===== src/rtl/prom_rd_pkg.sv =====
package prom_rd_pkg;

    localparam int unsigned WORD_W    = 16;
    localparam int unsigned PAGE_BITS = 3;
    localparam int unsigned PAGE_NS   = 30;
    localparam int unsigned OE_NS     = 30;
    localparam int unsigned FLOAT_NS  = 20;

    typedef enum logic [1:0] {
        ST_IDLE    = 2'd0,
        ST_ACCESS  = 2'd1,
        ST_RELEASE = 2'd2
    } rd_state_e;

    typedef struct packed {
        logic [WORD_W-1:0] data;
        logic              last;
        logic              valid;
    } beat_t;

    function automatic int unsigned max2(input int unsigned a, input int unsigned b);
        return (a > b) ? a : b;
    endfunction

    function automatic int unsigned rand_ns(input bit fast);
        return fast ? 100 : 120;
    endfunction

    // nanoseconds to whole clock cycles, rounded up, never below one
    function automatic int unsigned ns_to_cyc(input int unsigned ns, input int unsigned clk_ns);
        return max2(1, (ns + clk_ns - 1) / clk_ns);
    endfunction

endpackage


===== src/rtl/prom_wait_timer.sv =====
module prom_wait_timer #(
    parameter int unsigned CNT_W = 4
) (
    input  logic             clk,
    input  logic             rst,
    input  logic             load,
    input  logic [CNT_W-1:0] load_val,
    output logic             expired
);
    logic [CNT_W-1:0] cnt_q;

    always_ff @(posedge clk) begin
        if (rst) begin
            cnt_q <= '0;
        end else if (load) begin
            cnt_q <= load_val;
        end else if (cnt_q != '0) begin
            cnt_q <= cnt_q - 1'b1;
        end
    end

    // high on the edge that completes the loaded number of cycles
    assign expired = (cnt_q == CNT_W'(1));
endmodule


===== src/rtl/prom_page_track.sv =====
module prom_page_track #(
    parameter int unsigned PG_W = 20
) (
    input  logic            clk,
    input  logic            rst,
    input  logic            clear,
    input  logic            record,
    input  logic [PG_W-1:0] rec_page,
    input  logic [PG_W-1:0] query_page,
    output logic            hit
);
    logic            open_q;
    logic [PG_W-1:0] page_q;

    always_ff @(posedge clk) begin
        if (rst) begin
            open_q <= 1'b0;
            page_q <= '0;
        end else if (clear) begin
            open_q <= 1'b0;
        end else if (record) begin
            open_q <= 1'b1;
            page_q <= rec_page;
        end
    end

    assign hit = open_q && (page_q == query_page);
endmodule


===== src/rtl/prom_byte_pack.sv =====
module prom_byte_pack (
    input  logic        clk,
    input  logic        rst,
    input  logic        cap_low,
    input  logic [7:0]  bus_byte,
    output logic [15:0] word_o
);
    logic [7:0] low_q;

    always_ff @(posedge clk) begin
        if (rst) begin
            low_q <= '0;
        end else if (cap_low) begin
            low_q <= bus_byte;
        end
    end

    assign word_o = {bus_byte, low_q};
endmodule


===== src/rtl/prom_burst_reader.sv =====
module prom_burst_reader
    import prom_rd_pkg::*;
#(
    parameter int unsigned CLK_NS     = 10,
    parameter bit          FAST_GRADE = 1'b1,
    parameter int unsigned ADDR_W     = 23,
    parameter int unsigned LEN_W      = 8
) (
    input  logic              clk,
    input  logic              rst,
    input  logic              req_valid,
    output logic              req_ready,
    input  logic [ADDR_W-1:0] req_addr,
    input  logic [LEN_W-1:0]  req_len,
    input  logic              req_byte_mode,
    output logic              rd_valid,
    output logic [WORD_W-1:0] rd_data,
    output logic              rd_last,
    output logic [ADDR_W-1:0] mem_addr,
    output logic              mem_ce_n,
    output logic              mem_oe_n,
    output logic              mem_wide,
    output logic              mem_lsb,
    output logic              mem_lsb_oe,
    input  logic [WORD_W-1:0] mem_dq
);
    localparam int unsigned LONG_CYC  = ns_to_cyc(max2(rand_ns(FAST_GRADE), OE_NS), CLK_NS);
    localparam int unsigned SHORT_CYC = ns_to_cyc(PAGE_NS, CLK_NS);
    localparam int unsigned FLT_CYC   = ns_to_cyc(FLOAT_NS, CLK_NS);
    localparam int unsigned CNT_W     = $clog2(max2(LONG_CYC, max2(SHORT_CYC, FLT_CYC)) + 1);
    localparam int unsigned PG_W      = ADDR_W - PAGE_BITS;

    rd_state_e         state_q;
    logic [ADDR_W-1:0] addr_q;
    logic              lsb_q;
    logic              ce_n_q;
    logic              oe_n_q;
    logic              wide_q;
    logic              half_q;
    logic [LEN_W-1:0]  left_q;
    beat_t             out_q;

    logic              accept;
    logic              step;
    logic              word_done;
    logic              final_word;
    logic [ADDR_W-1:0] next_addr;
    logic              pg_hit;
    logic              tmr_load;
    logic [CNT_W-1:0]  tmr_val;
    logic              tmr_expired;
    logic [WORD_W-1:0] byte_word;
    logic [WORD_W-1:0] word_val;

    assign accept     = (state_q == ST_IDLE) && req_valid;
    assign step       = (state_q == ST_ACCESS) && tmr_expired;
    assign word_done  = step && (wide_q || half_q);
    assign final_word = word_done && (left_q == '0);
    assign next_addr  = addr_q + 1'b1;
    assign word_val   = wide_q ? mem_dq : byte_word;

    // wait selection: new burst and page change pay the long wait
    always_comb begin
        tmr_load = 1'b0;
        tmr_val  = '0;
        if (accept) begin
            tmr_load = 1'b1;
            tmr_val  = CNT_W'(LONG_CYC);
        end else if (step) begin
            tmr_load = 1'b1;
            if (final_word) begin
                tmr_val = CNT_W'(FLT_CYC);
            end else if (!word_done) begin
                tmr_val = CNT_W'(SHORT_CYC);
            end else if (pg_hit) begin
                tmr_val = CNT_W'(SHORT_CYC);
            end else begin
                tmr_val = CNT_W'(LONG_CYC);
            end
        end
    end

    prom_wait_timer #(.CNT_W(CNT_W)) i_timer (
        .clk      (clk),
        .rst      (rst),
        .load     (tmr_load),
        .load_val (tmr_val),
        .expired  (tmr_expired)
    );

    prom_page_track #(.PG_W(PG_W)) i_pages (
        .clk        (clk),
        .rst        (rst),
        .clear      (final_word),
        .record     (accept || (word_done && !final_word)),
        .rec_page   (accept ? req_addr[ADDR_W-1:PAGE_BITS] : next_addr[ADDR_W-1:PAGE_BITS]),
        .query_page (next_addr[ADDR_W-1:PAGE_BITS]),
        .hit        (pg_hit)
    );

    prom_byte_pack i_pack (
        .clk      (clk),
        .rst      (rst),
        .cap_low  (step && !wide_q && !half_q),
        .bus_byte (mem_dq[7:0]),
        .word_o   (byte_word)
    );

    always_ff @(posedge clk) begin
        if (rst) begin
            state_q <= ST_IDLE;
            addr_q  <= '0;
            lsb_q   <= 1'b0;
            ce_n_q  <= 1'b1;
            oe_n_q  <= 1'b1;
            wide_q  <= 1'b1;
            half_q  <= 1'b0;
            left_q  <= '0;
            out_q   <= '0;
        end else begin
            out_q.valid <= word_done;
            out_q.last  <= final_word;
            if (word_done) begin
                out_q.data <= word_val;
            end
            case (state_q)
                ST_IDLE: begin
                    if (req_valid) begin
                        addr_q  <= req_addr;
                        lsb_q   <= 1'b0;
                        half_q  <= 1'b0;
                        ce_n_q  <= 1'b0;
                        oe_n_q  <= 1'b0;
                        wide_q  <= !req_byte_mode;
                        left_q  <= req_len;
                        state_q <= ST_ACCESS;
                    end
                end
                ST_ACCESS: begin
                    if (step) begin
                        if (final_word) begin
                            ce_n_q  <= 1'b1;
                            oe_n_q  <= 1'b1;
                            state_q <= ST_RELEASE;
                        end else if (!word_done) begin
                            lsb_q  <= 1'b1;
                            half_q <= 1'b1;
                        end else begin
                            addr_q <= next_addr;
                            lsb_q  <= 1'b0;
                            half_q <= 1'b0;
                            left_q <= left_q - 1'b1;
                        end
                    end
                end
                ST_RELEASE: begin
                    if (tmr_expired) begin
                        state_q <= ST_IDLE;
                    end
                end
                default: state_q <= ST_IDLE;
            endcase
        end
    end

    assign req_ready  = (state_q == ST_IDLE);
    assign rd_valid   = out_q.valid;
    assign rd_last    = out_q.last;
    assign rd_data    = out_q.data;
    assign mem_addr   = addr_q;
    assign mem_ce_n   = ce_n_q;
    assign mem_oe_n   = oe_n_q;
    assign mem_wide   = wide_q;
    assign mem_lsb    = lsb_q;
    assign mem_lsb_oe = !wide_q;
endmodule


===== config.mk =====
export PLATFORM = sky130hd
export DESIGN_NAME = prom_burst_reader
export DESIGN_NICKNAME = d
export VERILOG_FILES = /design/src/rtl/prom_rd_pkg.sv /design/src/rtl/prom_wait_timer.sv /design/src/rtl/prom_page_track.sv /design/src/rtl/prom_byte_pack.sv /design/src/rtl/prom_burst_reader.sv
export SDC_FILE = /design/constraint.sdc
export NUM_CORES = 1
export LEC_CHECK = 0
export BUFFER_PORTS_ARGS = -buffer_cell sky130_fd_sc_hd__buf_2
export CAP_MARGIN = 20
export CELL_PAD_IN_SITES_DETAIL_PLACEMENT = 0
export CELL_PAD_IN_SITES_GLOBAL_PLACEMENT = 2
export CORE_MARGIN = 2
export CORE_UTILIZATION = 32
export DETAILED_ROUTE_END_ITERATION = 8
export GPL_TIMING_DRIVEN = 0
export PLACE_DENSITY_LB_ADDON = 0.1
export SYNTH_ARGS = -nofsm -noshare
export SYNTH_HDL_FRONTEND = slang
export SYNTH_SLANG_ARGS = --single-unit
export TNS_END_PERCENT = 100

===== constraint.sdc =====
create_clock -name clk -period 3.7 [get_ports clk]
set_input_delay 0.185 -clock clk [delete_from_list [all_inputs] [get_ports clk]]
set_output_delay 0.185 -clock clk [all_outputs]
set_load 0.05 [all_outputs]

==> run_results.csv <==
group,metric,value,unit
run_status,status,"completed",
global_route,grt_pass1_wl,23.14,mm
cells_and_area,fin_util,39.44,%
timing,period_minus_slack,3.031,ns
floorplan,fp.dieW,124.8,um
clocking,cts_resized,0,
timing,max_freq,329.9,MHz
clocking,numClockSinks,87,
clocking,htree_levels,3,
worst_setup_path,end_kind,"register",
worst_setup_path,reg2reg_to,"mem_addr[9]",
detailed_routing,wl,14.74,mm
timing,finalCritPeriodShare,81.92,%
cells_and_area,area_growth,21.36,%
worst_setup_path,r2r_slack,0.67,ns
floorplan,fp.dieH,124.8,um
flow_run,cap_violations,0,
synthesis,synth_cell_types,55,
global_route,grt_usage,18.97,%
floorplan,ios,98,
worst_setup_path,crit_start,"state_q[0]",
timing,finalMaxSlewViolations,0,
floorplan,start_util,32.50,%
clocking,cts_tree,"yes",
clocking,ctsHoldBuffers,0,
synthesis,ys_warn_count,0,
pwr,powerDensity,497.2,nW/um2
synthesis,synthArstFlopShare,0,%
timing,finClkSkew,0.006798,ns
detailed_routing,drcViolationCount,0,
detailed_routing,firstDrtPassIters,5,
cells_and_area,layout-drive-gt1-share,20.17,%
worst_setup_path,reg2regPathDepth,10,
clocking,clk_pin_slew,0.07,ns
cells_and_area,final_nets,740,
timing,rsz0062_at_grt,"false",
clocking,clk_latency,0.35,ns
clocking,postCtsSetupRepairBufs,0,
synthesis,yosysSeqAreaShare,37.30,%
synthesis,yosys.area.top_type,"dfxtp_1",
synthesis,synth_cells,577,
timing,tightestPinTransition,1.041,ns
clocking,cts_buffers,9,
synthesis,synth_nets,633,
detailed_routing,wl_per_cell,16.89,um
floorplan,coreArea,14370,um2
worst_setup_path,critPathMaxFanout,10,
detailed_routing,viasPerCell,5.143,
hold_path,hold_end,"i_pack.low_q[2]",
pwr,p_leak,2.345,nW
synthesis,synth_edf_count,0,
floorplan,die_area,15570,um2
detailed_routing,ant_nets,0,
place,gp_congestion,0.8155,
clocking,cts_buffer_depth,2,
timing,setup_viol,0,
pwr,peakVddDrop,0.0002738,V
hold_path,hold_depth,3,
cells_and_area,final.fill_count,1514,
worst_setup_path,cp.arrival,3.30,ns
clocking,root_buffer,"clkbuf_16",
place,place_hpwl,10.76,mm
cells_and_area,diodes,0,
detailed_routing,vias,4490,
worst_setup_path,r2r_start,"state_q[0]",
global_route,antenna_found_initial,0,
synthesis,syn_avg_cell_area,8.093,um2
global_route,first_global_vias,4382,
synthesis,synth-main-ff-cell,"dfxtp_1",
detailed_routing,drt_iter0_markers,258,
hold_path,worstHoldStart,"mem_dq[2]",
timing,max_slew_margin,30.05,%
timing,tns,0,ns
worst_setup_path,worstPathRequired,3.97,ns
synthesis,synth_seq_cells,87,
worst_setup_path,critPathKind,"register to register",
hold_path,min_path_type,"input port to register",
floorplan,fp-row-count,44,
timing,hold_viol_final,0,
synthesis,synthTopCellsByArea,"dfxtp_1 (37%), nand2_1 (8.5%), a21oi_1 (7.5%), mux2i_1 (3.6%), nor2_1 (3.5%)",
place,port_buffers,96,
global_route,grt_max_degree,15,
synthesis,syn-cell-area,4669,um2
global_route,grt.overflow.total,0,
worst_setup_path,worst_setup_path_start_kind,"register",
synthesis,synth.top_cell.area_share,37.30,%
-- critical path, cell delays in order, from the launching register on --
cell      delay, ns
dfxtp_1        0.38
nor2b_1        0.20
and3_1         0.27
o21a_1         0.15
clkbuf_1       0.26
nand2_1        0.12
a21oi_1        0.21
clkbuf_1       0.39
clkbuf_1       0.55
o211ai_1       0.25
a21oi_1        0.17
-- sequential cells by signal, indices dropped and copies added (netlist names) --
name	flops
left_q	8
i_pages.open_q	1
i_pages.page_q	20
mem_addr	23
rd_last	1
i_timer.cnt_q	4
half_q	1
state_q	2
mem_wide	1
rd_data	16
rd_valid	1
mem_oe_n	1
i_pack.low_q	8
-- where the power goes --
group | switching, mW | leakage, nW | internal [mW]
clock network | 0.399 | 0.139 | 0.494
registers | 0.0798 | 0.712 | 1.03
logic | 0.528 | 1.49 | 0.287
total | 1.01 | 2.35 | 1.81
-- cell usage after synthesis, types with 7 or more instances --
cell type  count
xor2_1        16
nor3_1        14
a211oi_1      20
nand2_1      106
mux2i_1       17
o21ai_0       14
and3_1         7
clkbuf_1      33
o211ai_1      20
nand3_1       14
xnor2_1       17
inv_1         12
dfxtp_1       87
nor2_1        43
a21oi_1       70
-- how the worst max path moves through the flow --
stage                              end  slack, ns  depth (start not counted)
finish                     mem_addr[9]       0.67                         10
global route        i_pages.page_q[19]       0.33                         10
CTS                        mem_addr[9]       0.65                         10
detailed placement   i_pages.page_q[6]       0.71                         10
global placement           mem_addr[9]       0.69                         10
floorplan             i_timer.cnt_q[0]       0.72                         10
-- cell families (layout without fill, tap and decap cells) --
family / count (synthesis) / after routing / synth area share (%)
AOI/OAI and AO/OA: 147 / 147 / 19.53
xor gates and xnor gates: 41 / 41 / 10.24
adders and majority gates: 5 / 5 / 1.340
buffers and inverters: 58 / 170 / 5.225
DFF: 87 / 87 / 37.30
muxes: 17 / 17 / 3.644
and+or+nand+nor: 222 / 222 / 22.72
-- layout make-up --
| class | instances | area [um2] | share of cell area (%) |
|---|---|---|---|
| inverter | 12 | 45.04 | 0.7949 |
| timing repair buffer | 96 | 480.5 | 8.479 |
| clock inverter | 4 | 30.03 | 0.5299 |
| buffer | 46 | 198.9 | 3.511 |
| multi-input combinational | 432 | 2684 | 47.36 |
| sequential | 87 | 1742 | 30.74 |
| clock buffer | 12 | 256.5 | 4.526 |
| tap | 184 | 230.2 | 4.063 |
-- cells in the final DEF, fill, tap and decap left out, types with 5 or more instances in the layout --
cell | Yosys | final
nand2_1 | 106 | 106
buf_2 | 6 | 102
dfxtp_1 | 87 | 87
a21oi_1 | 70 | 70
nor2_1 | 43 | 43
clkbuf_1 | 33 | 34
o211ai_1 | 20 | 20
a211oi_1 | 20 | 20
xnor2_1 | 17 | 17
mux2i_1 | 17 | 17
xor2_1 | 16 | 16
nand3_1 | 14 | 14
nor3_1 | 14 | 14
o21ai_0 | 14 | 14
inv_1 | 12 | 12
clkbuf_16 | 0 | 9
and3_1 | 7 | 7
nand4_1 | 6 | 6
or3_1 | 5 | 5
buf_4 | 5 | 5
ha_1 | 5 | 5
-- per-layer routing --
layer  up-vias  part of all wire [%]  global-route usage (%)
met5         -                     0                       0
met4         0                   1.6                   6.543
met3        16                   4.5                   3.479
met2       118                    45                   29.96
met1      2107                    49                   26.04
li1       2249                     -                       -
-- metrics by stage --
stage,cell area [um2],power (mW),setup slack [ns],instances,hold slack (ns)
after CTS,5667,2.848,0.6531,873,0.08928
after global routing,5667,2.977,0.3329,873,0.09492
final,5667,2.817,0.6690,873,0.09558
after floorplan,4669,1.721,0.7189,577,0.3210
after global placement,5380,1.939,0.6879,857,0.4423
after detailed placement,5380,1.948,0.7088,857,0.4478
Note: power is estimated with default switching activity, not from simulation.
